## config.mk

```make
export PLATFORM = sky130hd
export DESIGN_NAME = vbcast_unit
export DESIGN_NICKNAME = d
export VERILOG_FILES = /design/src/rtl/vbcast_pkg.sv /design/src/rtl/vbcast_decode.sv /design/src/rtl/vbcast_replicate.sv /design/src/rtl/vbcast_lane_ctrl.sv /design/src/rtl/vbcast_unit.sv
export SDC_FILE = /design/constraint.sdc
export NUM_CORES = 1
export LEC_CHECK = 0
export ABC_AREA = 1
export BUFFER_PORTS_ARGS = -buffer_cell sky130_fd_sc_hd__buf_4
export CAP_MARGIN = 25
export CORE_AREA = 4 4 448 450
export CTS_BUF_LIST = sky130_fd_sc_hd__clkbuf_8
export DETAILED_ROUTE_END_ITERATION = 6
export DIE_AREA = 0 0 452 454
export PLACE_DENSITY_LB_ADDON = 0.1
export SETUP_SLACK_MARGIN = 0.3
export SYNTH_ARGS = -nofsm -noshare
export SYNTH_HDL_FRONTEND = slang
export SYNTH_SLANG_ARGS = --single-unit
```

## constraint.sdc

```tcl
create_clock -name clk -period 1.45 [get_ports clk]
set_input_delay 0.29 -clock clk [delete_from_list [all_inputs] [get_ports clk]]
set_output_delay 0.29 -clock clk [all_outputs]
set_load 0.1 [all_outputs]
```

## src/rtl/vbcast_pkg.sv

```systemverilog
package vbcast_pkg;
    parameter int SCALAR_W = 64;
    parameter int VEC_W    = 512;
    parameter int MASK_W   = 64;
    parameter int SPARE_W  = 4;
    parameter int MIN_VL_BYTES = 16;
    localparam int VEC_BYTES    = VEC_W / 8;
    localparam int SCALAR_BYTES = SCALAR_W / 8;
    localparam int BIDX_W       = $clog2(VEC_BYTES);

    typedef enum logic [1:0] {
        ESZ_8  = 2'd0,
        ESZ_16 = 2'd1,
        ESZ_32 = 2'd2,
        ESZ_64 = 2'd3
    } esize_e;

    typedef enum logic [1:0] {
        VL_128 = 2'd0,
        VL_256 = 2'd1,
        VL_512 = 2'd2,
        VL_RSV = 2'd3
    } vlen_e;

    typedef struct packed {
        logic             valid;
        logic             fault;
        logic [VEC_W-1:0] data;
    } bc_state_t;
endpackage

```

## src/rtl/vbcast_decode.sv

```systemverilog
module vbcast_decode
    import vbcast_pkg::*;
#(
    parameter int SPW = SPARE_W
) (
    input  logic [1:0]     grain_sel,
    input  logic           wide_sel,
    input  logic           long_mode,
    input  logic [1:0]     vlen_sel,
    input  logic [SPW-1:0] spare_field,
    output esize_e         esize,
    output vlen_e          vlen,
    output logic           bad_req
);
    always_comb begin
        unique case (grain_sel)
            2'b00:   esize = ESZ_8;
            2'b01:   esize = ESZ_16;
            default: esize = (wide_sel && long_mode) ? ESZ_64 : ESZ_32;
        endcase
        vlen    = vlen_e'(vlen_sel);
        bad_req = (spare_field != {SPW{1'b1}}) || (vlen == VL_RSV);
    end
endmodule

```

## src/rtl/vbcast_replicate.sv

```systemverilog
module vbcast_replicate
    import vbcast_pkg::*;
#(
    parameter int SW = SCALAR_W,
    parameter int VW = VEC_W
) (
    input  logic [SW-1:0] scalar_in,
    input  esize_e        esize,
    output logic [VW-1:0] bcast
);
    localparam int NB = VW / 8;
    localparam int SB = SW / 8;
    localparam int SI_W = $clog2(SB);

    for (genvar b = 0; b < NB; b++) begin : g_byte
        logic [SI_W-1:0] src_idx;
        always_comb begin
            unique case (esize)
                ESZ_8:   src_idx = '0;
                ESZ_16:  src_idx = SI_W'(b % 2);
                ESZ_32:  src_idx = SI_W'(b % 4);
                default: src_idx = SI_W'(b % 8);
            endcase
            bcast[b*8 +: 8] = scalar_in[src_idx*8 +: 8];
        end
    end
endmodule

```

## src/rtl/vbcast_lane_ctrl.sv

```systemverilog
module vbcast_lane_ctrl
    import vbcast_pkg::*;
#(
    parameter int VW = VEC_W,
    parameter int MW = MASK_W
) (
    input  esize_e          esize,
    input  vlen_e           vlen,
    input  logic            no_mask,
    input  logic [MW-1:0]   mask_bits,
    output logic [VW/8-1:0] wr_en,
    output logic [VW/8-1:0] live
);
    localparam int NB = VW / 8;
    localparam int IW = $clog2(NB);

    logic [IW:0] live_bytes;

    always_comb begin
        unique case (vlen)
            VL_128:  live_bytes = (IW+1)'(MIN_VL_BYTES);
            VL_256:  live_bytes = (IW+1)'(MIN_VL_BYTES * 2);
            default: live_bytes = (IW+1)'(MIN_VL_BYTES * 4);
        endcase
    end

    for (genvar b = 0; b < NB; b++) begin : g_lane
        logic [IW-1:0] elem;
        always_comb begin
            elem     = IW'(b) >> esize;
            live[b]  = (IW+1)'(b) < live_bytes;
            wr_en[b] = no_mask || mask_bits[elem];
        end
    end
endmodule

```

## src/rtl/vbcast_unit.sv

```systemverilog
module vbcast_unit
    import vbcast_pkg::*;
(
    input  logic               clk,
    input  logic               rst_n,
    input  logic               in_valid,
    input  logic [SCALAR_W-1:0] scalar_in,
    input  logic [1:0]         grain_sel,
    input  logic               wide_sel,
    input  logic               long_mode,
    input  logic [1:0]         vlen_sel,
    input  logic [2:0]         mask_idx,
    input  logic [MASK_W-1:0]  mask_bits,
    input  logic               zero_mode,
    input  logic [SPARE_W-1:0] spare_field,
    input  logic [VEC_W-1:0]   old_dest,
    output logic               res_valid,
    output logic [VEC_W-1:0]   res_data,
    output logic               ud_fault
);
    esize_e               esize;
    vlen_e                vlen;
    logic                 bad_req;
    logic [VEC_W-1:0]     bcast;
    logic [VEC_BYTES-1:0] wr_en;
    logic [VEC_BYTES-1:0] live;
    bc_state_t            st_d, st_q;

    vbcast_decode u_decode (
        .grain_sel   (grain_sel),
        .wide_sel    (wide_sel),
        .long_mode   (long_mode),
        .vlen_sel    (vlen_sel),
        .spare_field (spare_field),
        .esize       (esize),
        .vlen        (vlen),
        .bad_req     (bad_req)
    );

    vbcast_replicate u_repl (
        .scalar_in (scalar_in),
        .esize     (esize),
        .bcast     (bcast)
    );

    vbcast_lane_ctrl u_lanes (
        .esize     (esize),
        .vlen      (vlen),
        .no_mask   (mask_idx == 3'd0),
        .mask_bits (mask_bits),
        .wr_en     (wr_en),
        .live      (live)
    );

    always_comb begin
        st_d       = st_q;
        st_d.valid = 1'b0;
        st_d.fault = 1'b0;
        if (in_valid) begin
            if (bad_req) begin
                st_d.fault = 1'b1;
            end else begin
                st_d.valid = 1'b1;
                for (int b = 0; b < VEC_BYTES; b++) begin
                    if (!live[b])
                        st_d.data[b*8 +: 8] = 8'h00;
                    else if (wr_en[b])
                        st_d.data[b*8 +: 8] = bcast[b*8 +: 8];
                    else if (zero_mode)
                        st_d.data[b*8 +: 8] = 8'h00;
                    else
                        st_d.data[b*8 +: 8] = old_dest[b*8 +: 8];
                end
            end
        end
    end

    always_ff @(posedge clk or negedge rst_n) begin
        if (!rst_n) st_q <= '0;
        else        st_q <= st_d;
    end

    assign res_valid = st_q.valid;
    assign ud_fault  = st_q.fault;
    assign res_data  = st_q.data;
endmodule

```

Yosys cells after proc, flatten, opt, wreduce, memory -nomap -nowiden

Index checks and enable logic that the tools add are counted.

Output and inout port bits: 514
Flip-flop bits (word level): 514

Bitwise operators: 1
Shift-type cells: 71
Equality and inequality tests: 6
Reductions and logical operators: 74
Multiplexer cells: 334
$lt $le $gt $ge: 128

Operator list:

| kind                                                | number |
|---|---|
| 2-to-1 mux 8 bit                                    | 192 |
| 2-to-1 mux 514 bit                                  | 1 |
| 2-to-1 mux 512 bit                                  | 1 |
| < comparator 6 x 7 -> 1 bit (second input constant) | 64 |
| binary-select mux 1 bit (select 6 bit)              | 64 |
| variable part select 64 x 7 -> 8 bit                | 4 |
| < comparator 6 x 7 -> 1 bit (first input constant)  | 32 |
| right shift 6 x 2 -> 6 bit (first input constant)   | 32 |
| variable part select 64 x 6 -> 8 bit                | 2 |
| < comparator 5 x 7 -> 1 bit (first input constant)  | 16 |
| right shift 5 x 2 -> 6 bit (first input constant)   | 16 |
| 2-to-1 mux 1 bit                                    | 68 |
| logical OR 1 bit                                    | 65 |
| variable part select 64 x 5 -> 8 bit                | 1 |
| < comparator 4 x 7 -> 1 bit (first input constant)  | 8 |
| right shift 4 x 2 -> 6 bit (first input constant)   | 8 |
| < comparator 3 x 7 -> 1 bit (first input constant)  | 4 |
| right shift 3 x 2 -> 6 bit (first input constant)   | 4 |
| < comparator 1 x 7 -> 1 bit (first input constant)  | 2 |
| < comparator 2 x 7 -> 1 bit (first input constant)  | 2 |
| one-hot mux 7 bit (2 select lines)                  | 1 |
| one-hot mux 3 bit (2 select lines)                  | 2 |
| right shift 1 x 2 -> 6 bit (first input constant)   | 2 |
| right shift 2 x 2 -> 6 bit (first input constant)   | 2 |
| 14 further kinds                                    | 21 |

Longest topological paths before layout

Gate-level depths: netlist of the first run.

Depth in word-level cells: 11
Gate-level depth with buffers: 14
Depth with buffers taken out: 12

Modules after synthesis

Synthesis of the first run repeated with hierarchy kept, for this count alone.

Cells, all modules: 7,296
Area total of the unflattened synthesis: 43,703.2 µm²

Modules (own cells, without submodules):

| module           | sequential area each (µm²) | instances | area each (µm²) | cells an instance |
|---|---|---|---|---|
| vbcast_unit      | 12,862.3                   | 1         | 26,331.5        | 3,918 |
| vbcast_lane_ctrl | 0.0                        | 1         | 13,161.4        | 2,744 |
| vbcast_replicate | 0.0                        | 1         | 4,159.0         | 623 |
| vbcast_decode    | 0.0                        | 1         | 51.3            | 11 |

Worst setup path after synthesis of the first run

OpenSTA, ideal clock, no wires.

Path type: input to register
Start point: input port grain_sel[0]
End point: register st_q, in the netlist res_data[188]
Path slack: -0.217 ns
Stages: 12
Data arrival time: 1.547 ns
Setup time: 0.120 ns
Path buffers: 2
Path through: buf_4 nor2_8 buf_6 nand2_1 o21ai_4 nand2_1 o21ai_2 nand2_4 o21ai_4 nand2_1 nand3_1 nand2_1

Cells in the longest elaborated chain, start to end: 8
Elaborated cells on any way between the ends: 14
Classes of those cells: eq/ne: 3; shift: 2; mux: 6; reduce/logical: 3

RTL lines:

| element                                                                      | RTL line            | source |
|---|---|---|
| start: declaration                                                           | vbcast_unit.sv:8    | `input logic [1:0] grain_sel,` |
| == test 2 x 1 -> 1 bit / logical NOT 2 bit (equally long branches)           | vbcast_decode.sv:16 | `unique case (grain_sel)` |
| one-hot mux 2 bit (2 select lines) *                                         | vbcast_decode.sv:16 |  |
| branches (longest 4 deep; another with variable part select 64 x 7 -> 8 bit) | --                  |  |
| 2-to-1 mux 8 bit *                                                           | vbcast_unit.sv:67   | `else if (wr_en[b])` |
| 2-to-1 mux 8 bit *                                                           | vbcast_unit.sv:65   | `if (!live[b])` |
| end signal: assignment                                                       | vbcast_unit.sv:80   | `else st_q <= st_d;` |
| end: declaration                                                             | vbcast_unit.sv:27   | `bc_state_t st_d, st_q;` |

Every way passes the cells marked *. The select of a mux whose other input is x is not followed.
A chain may end at the register's enable or synchronous reset.

Worst setup path in the final report of the first run

Start point: register st_q, in the netlist res_data[504]
End point: output port res_data[504]

RTL lines:

| element          | RTL line          | source |
|---|---|---|
| end: declaration | vbcast_unit.sv:18 | `output logic [VEC_W-1:0] res_data,` |

No word-level cell between the ends.

==> results.py, run 1 <==
metrics = {
    "run_status": {
        "status": "finished with violations",
        "violations": "negative setup slack",
    },
    "sta": {
        "fin_ws_ps": -412,
        "period_needed_ps": 1860,
        "drv_slew": 0,
        "relSlewSlack_pct": 51.8,
        "setup_viol": 558,
        "finalCritPeriodShare_pct": 128,
        "tightest_slew_ps": 723,
        "max_freq_mhz": 537,
        "fin_setup_tns_ps": -165180,
        "rsz0062_at_grt": "true",
        "hold_violations": 0,
        "finClkSkew_ps": 0,
    },
    "clocking": {
        "cts-root-buf": "clkbuf_8",
        "clockBufferDepth": 3,
        "clk_pin_slew_ps": 60,
        "cts_tree": "done",
        "cts_made_buffers": 116,
        "htree_num_levels": 3,
        "clk_latency_ps": 870,
        "cts_sinks": 514,
    },
    "critical_path": {
        "path_class": "register to output port",
        "cp_data_required_time_ps": 1160,
        "crit_path_start_kind": "register",
        "cp-end-kind": "output port",
        "arrival_ps": 1570,
        "slowest_stage": "dfrtp_2",
        "reg2reg_slack_ps": 570,
        "path_delay_family": "flip-flops",
        "path_max_fanout": 2,
        "slowest_delay_ps": 480,
        "path_cells": "buf_12",
        "critPathBufInv": 1,
    },
    "floorplanning": {
        "die_y_um": 454,
        "die_area_mm2": 0.205,
        "io-pin-count": 1171,
        "die_w_um": 452,
        "start_util_pct": 14.5,
        "core_mm2": 0.197,
        "rows": 163,
    },
    "route": {
        "drt-pass1-iter-count": 7,
        "avgRoutedWirePerCell_um": 28.3,
        "via_per_inst": 4.25,
        "vias": 38700,
        "drt-initial-drc-count": 2554,
        "wirelength_um": 257000,
        "drc": 0,
        "drtAntennaViolNets": 0,
    },
    "placement": {
        "place_hpwl_um": 203000,
        "gp_congestion": 0.858,
        "place_inst": 8062,
        "io_buffers": 1170,
    },
    "min_path": {
        "min_path_type": "input port to register",
    },
    "synthesis": {
        "ys_ff_latch": 514,
        "synth_nets": 4604,
        "synthCells": 3946,
        "synth_cell_type_count": 51,
        "ys_seq_area_share_pct": 45.0,
        "synth_area_per_cell_um2": 7.25,
        "syn-cell-area_mm2": 0.0286,
        "yosys_warnings": 0,
    },
    "run": {
        "maxCapViolCount": 0,
    },
    "power": {
        "cellPowerDensity_mw_per_mm2": 1490,
        "p_leak_uw": 0.0298,
        "ir_worst_vdd_mv": 0.920,
    },
    "cells_and_area": {
        "final_layout_size_suffix_gt1_share_pct": 37.9,
        "finalNonFillerCells": 9107,
        "layout.nets": 7005,
        "fill_cells": 20900,
        "areaGrowthSynthToFinish_pct": 124,
    },
    "grt": {
        "grt_pass1_vias": 39900,
        "grt_antenna_before_repair": 79,
        "grt_use_total_pct": 24.0,
        "overflow": 0,
        "grt_max_degree": 64,
        "grt_pass1_wl_um": 340000,
    },
}
[path summary, 6_finish.rpt]
| check | startpoint | end | depth (start not counted) |
|---|---|---|---|
| worst max-delay path | res_data[504] | res_data[504] | 1 |
| worst max register to register | res_data[12] | res_data[12] | 2 |
| worst min register to register | res_data[288] | res_data[288] | 2 |
| worst min-delay path | scalar_in[17] | res_data[209] | 6 |
| max in group asynchronous | rst_n | res_data[216] | 3 |
| min in group asynchronous | rst_n | res_data[129] | 4 |
[final cells by class]
cell class / count / area [µm²] / share of cell area (%)
multi-input combinational: 3094 / 15400 / 24.0
clock buffer: 139 / 1910 / 2.99
inverter: 84 / 355 / 0.555
timing repair buffer: 2537 / 29600 / 46.3
antenna: 36 / 90.1 / 0.141
clock inverter: 63 / 415 / 0.649
tap: 2640 / 3300 / 5.16
sequential: 514 / 12900 / 20.2
[synthesized netlist by cell type, drive strengths merged]
cell | count | area (µm²)
a21o | 1 | 7.51
buf | 116 | 711
a21boi | 1 | 7.51
clkbuf | 139 | 522
o211ai | 39 | 298
a21oi | 323 | 1630
mux2i | 1 | 22.5
dfrtp | 514 | 12900
nor2 | 70 | 329
o2111ai | 3 | 50.1
nand4 | 6 | 65.1
o22ai | 3 | 32.5
nand3b | 27 | 214
ha | 1 | 12.5
o21ai | 380 | 2200
clkinv | 14 | 52.6
o2bb2ai | 1 | 15.0
nand2 | 1820 | 6980
nand3 | 364 | 1870
nor3 | 9 | 92.6
o221ai | 3 | 45.0
o21a | 32 | 240
or3 | 1 | 6.26
a2bb2oi | 8 | 70.1
inv | 70 | 265
[stage by stage]
stage / total power (µW) / hold slack [ps] / utilization [%] / cell area [µm²] / setup slack (ps)
6_report: 95400 / 80.6 / 32.5 / 64000 / -412
2_1_floorplan: 49100 / -5.59 / - / 29800 / -163
4_1_cts: 95600 / -80.0 / 31.8 / 62600 / -555
3_3_place_gp: 65000 / 156 / 23.9 / 47000 / -1010
3_5_place_dp: 65000 / 155 / 23.9 / 47000 / -989
5_1_grt: 98800 / 5.14 / 32.5 / 63900 / -517
[flip-flops by register name (all words and copies together), names as in the netlist]
signal / flops
ud_fault: 1
res_valid: 1
res_data: 512
[per-layer routing]
layer	GRT usage [%]	share of wire, %
met4	9.73	4.1
met2	42.2	50
met3	4.65	5.1
met1	28.5	40
met5	0	0.052
[tightest hold or removal path: cells and delay by family]
family	cells	cell delay, ps
compound gates	1	140
buf+inv	2	290
simple gates	3	200
[cell families (layout without fill, tap and decap cells)]
family	count (synthesis)	after routing	synth area share [%]
adders and majority gates	1	1	0.0437
and+or+nand+nor	2297	2298	33.4
muxes	1	1	0.0787
other	0	36	0
AOI/OAI and AO/OA	794	794	16.1
buffers and inverters	339	2823	5.42
DFF	514	514	45.0
[cell usage in the layout, fill, tap and decap left out, types with 135 or more instances in the layout]
master / instances
a21oi_1: 266
buf_12: 706
buf_4: 1192
clkbuf_8: 139
dfrtp_1: 477
dlygate4sd3_1: 605
nand2_1: 1726
nand3_1: 341
o21ai_0: 135
o21ai_1: 180
[where the power goes]
part           internal (µW)  switching [µW]  total [µW]  leakage (µW)
Clock                   9470            8160       17600       0.00136
Combinational          20400           35800       56300        0.0218
Sequential             17600            3940       21500       0.00662
[repair_timing]
action,4_1_cts,5_1_grt
cloned,0,5
gates resized for setup,1591,89
hold endpoints to repair,1027,7
hold buffers,615,3
setup buffers,77,111
setup endpoints to repair,601,1531
pin swaps,2,26
No activity file was read; power rests on OpenSTA's default activity.
==> inputs of run 2 (changes only) <==
Settings changed: PLACE_DENSITY_LB_ADDON 0.1 to not set, SLEW_MARGIN set to 5.
==> results.py, run 2 (same netlist as run 1, synthesis figures left out) <==
metrics = {
    "grt": {
        "use_met1_pct": 28.8,
        "met2_usage_pct": 39.6,
        "grt_use_total_pct": 24.9,
        "grt_max_degree": 95,
        "grt_pass1_wl_um": 352000,
        "grt_antenna_before_repair": 90,
        "busiest_layer": "met2",
        "grt_pass1_vias": 41300,
        "overflow": 0,
        "use_met3_pct": 8.07,
    },
    "route": {
        "wirelength_um": 273000,
        "drc": 6,
        "drt-pass1-iter-count": 7,
        "avgRoutedWirePerCell_um": 29.7,
        "via_per_inst": 4.59,
        "vias": 42100,
        "drt-initial-drc-count": 4615,
        "drtAntennaViolNets": 0,
    },
    "cells_and_area": {
        "areaGrowthSynthToFinish_pct": 126,
        "mostFrequentLayoutCell": "nand2_1",
        "largest_register_ffs": 512,
        "post-route-util_pct": 32.9,
        "layout.nets": 7038,
        "fin_area_mm2": 0.0648,
        "final_cell_mix": "1,713 x nand2_1, 1,243 x buf_4, 699 x buf_12",
        "final_layout_size_suffix_gt1_share_pct": 39.5,
    },
    "placement": {
        "placed_area_mm2": 0.0467,
        "place_hpwl_um": 211000,
        "io_buffers": 1170,
        "place_ws_ps": -918,
        "gp_congestion": 1.03,
    },
    "critical_path": {
        "slowest_stage": "dfrtp_1",
        "path_class": "register to output port",
        "path_max_fanout": 2,
        "critPathBufInv": 2,
        "cp_data_required_time_ps": 1160,
        "cpMostUsedCell": "buf_12",
        "crit_path_start_kind": "register",
        "slowest_delay_ps": 400,
        "cp-end-kind": "output port",
        "path_cells": "buf_12, buf_12",
        "arrival_ps": 1610,
        "path_delay_family": "flip-flops",
    },
    "sta": {
        "relSlewSlack_pct": 58.9,
        "rsz0062_at_grt": "true",
        "setup_viol": 514,
        "fin_setup_tns_ps": -154970,
        "period_needed_ps": 1900,
        "fin_ws_ps": -451,
        "finalCritPeriodShare_pct": 131,
        "drv_slew": 0,
        "max_freq_mhz": 526,
        "finClkSkew_ps": 0,
        "tightest_slew_ps": 614,
        "hold_violations": 0,
    },
    "run": {
        "maxCapViolCount": 0,
    },
    "floorplanning": {
        "core_mm2": 0.197,
        "rows": 163,
        "die_w_um": 452,
        "die_area_mm2": 0.205,
        "die_y_um": 454,
        "start_util_pct": 14.5,
        "io-pin-count": 1171,
    },
    "power": {
        "combPwrFrac_pct": 59.6,
        "switching_share_pct": 50.7,
        "p_leak_uw": 0.0300,
        "ir_worst_vdd_mv": 1.11,
        "seq_power_share_pct": 22.4,
        "p_sw_uw": 49400,
        "p_int_uw": 48000,
        "p_clk_share_pct": 18.0,
        "power.total_uw": 97400,
        "cellPowerDensity_mw_per_mm2": 1500,
    },
    "clocking": {
        "clk_pin_slew_ps": 70,
        "clk_latency_ps": 820,
        "cts-root-buf": "clkbuf_8",
        "htree_num_levels": 3,
        "cts_made_buffers": 102,
        "cts_sinks": 514,
        "clockBufferDepth": 3,
        "cts_tree": "done",
    },
    "run_status": {
        "status": "finished with violations",
        "violations": "design-rule violations, negative setup slack",
    },
    "min_path": {
        "min_path_type": "input port to register",
    },
}
run 2: cell count changes in the layout (fill, tap and decap cells not counted), sizes merged:
cell,delta
clkinv,+4
dlymetal6s4s,+1
dlygate4sd3,-28
nand3,+1
diode,+38
inv,-16
clkbuf,-4
clkinvlp,+3
buf,+64
bufinv,+5
nand2,-1
run 2: timing repair:
action | in CTS | in global routing
hold buffers | 585 | 4
hold endpoints to repair | 1026 | 3
gates resized for setup | 1598 | 186
setup buffers | 98 | 155
setup endpoints to repair | 771 | 1024
pin swaps | 7 | 58
cloned | 1 | 16
run 2: per-layer routing:
layer | up-vias | share of wire, %
met3 | 820 | 10
met1 | 20500 | 36
met4 | 8 | 7.8
met2 | 2847 | 46
li1 | 17900 | -
met5 | - | 0.018
run 2: cell type report:
cell class / instances / area, µm²
Antenna cell: 74 / 185
Clock buffer: 125 / 1720
Clock inverter: 59 / 544
Fill cell: 19900 / 132000
Inverter: 84 / 363
Multi-Input combinational cell: 3094 / 15600
Sequential cell: 514 / 12900
Tap cell: 2640 / 3300
Timing Repair Buffer: 2584 / 30100
run 2: final timing paths:
| path | end | start | slack [ps] | cells past startpoint |
|---|---|---|---|---|
| worst min register to register | res_data[375] | res_data[375] | 550 | 2 |
| worst min-delay path | res_data[375] | mask_bits[46] | 40 | 7 |
| worst max-delay path | res_data[493] | res_data[493] | -450 | 2 |
| max in group asynchronous | res_data[301] | rst_n | 620 | 3 |
| worst max register to register | res_data[30] | res_data[30] | 480 | 3 |
| min in group asynchronous | res_data[37] | rst_n | 140 | 3 |
run 2: worst reg2reg max path: cells and delay by family (launching register included):
kind | cells | cell delay, ps
flip-flops | 1 | 420
buffers and inverters | 2 | 270
AO/OA/AOI/OAI | 1 | 180
run 2: per-stage QoR:
stage          cells  hold WS (ps)
6_report        9174          37.0
5_1_grt         9152         -4.70
4_1_cts         8929         -94.5
3_5_place_dp    8061           167
3_3_place_gp    8061           163
2_1_floorplan   3946         -5.59
run 2: power by group through the flow:
stage                     clock network, µW  registers, µW  logic (µW)
final                                 17500          21800       58100
after global routing                  18400          22000       59600
after CTS                             17800          21600       56000
after detailed placement                  0          20000       45500
after global placement                    0          20000       45400
after floorplan                           0          42800        6320
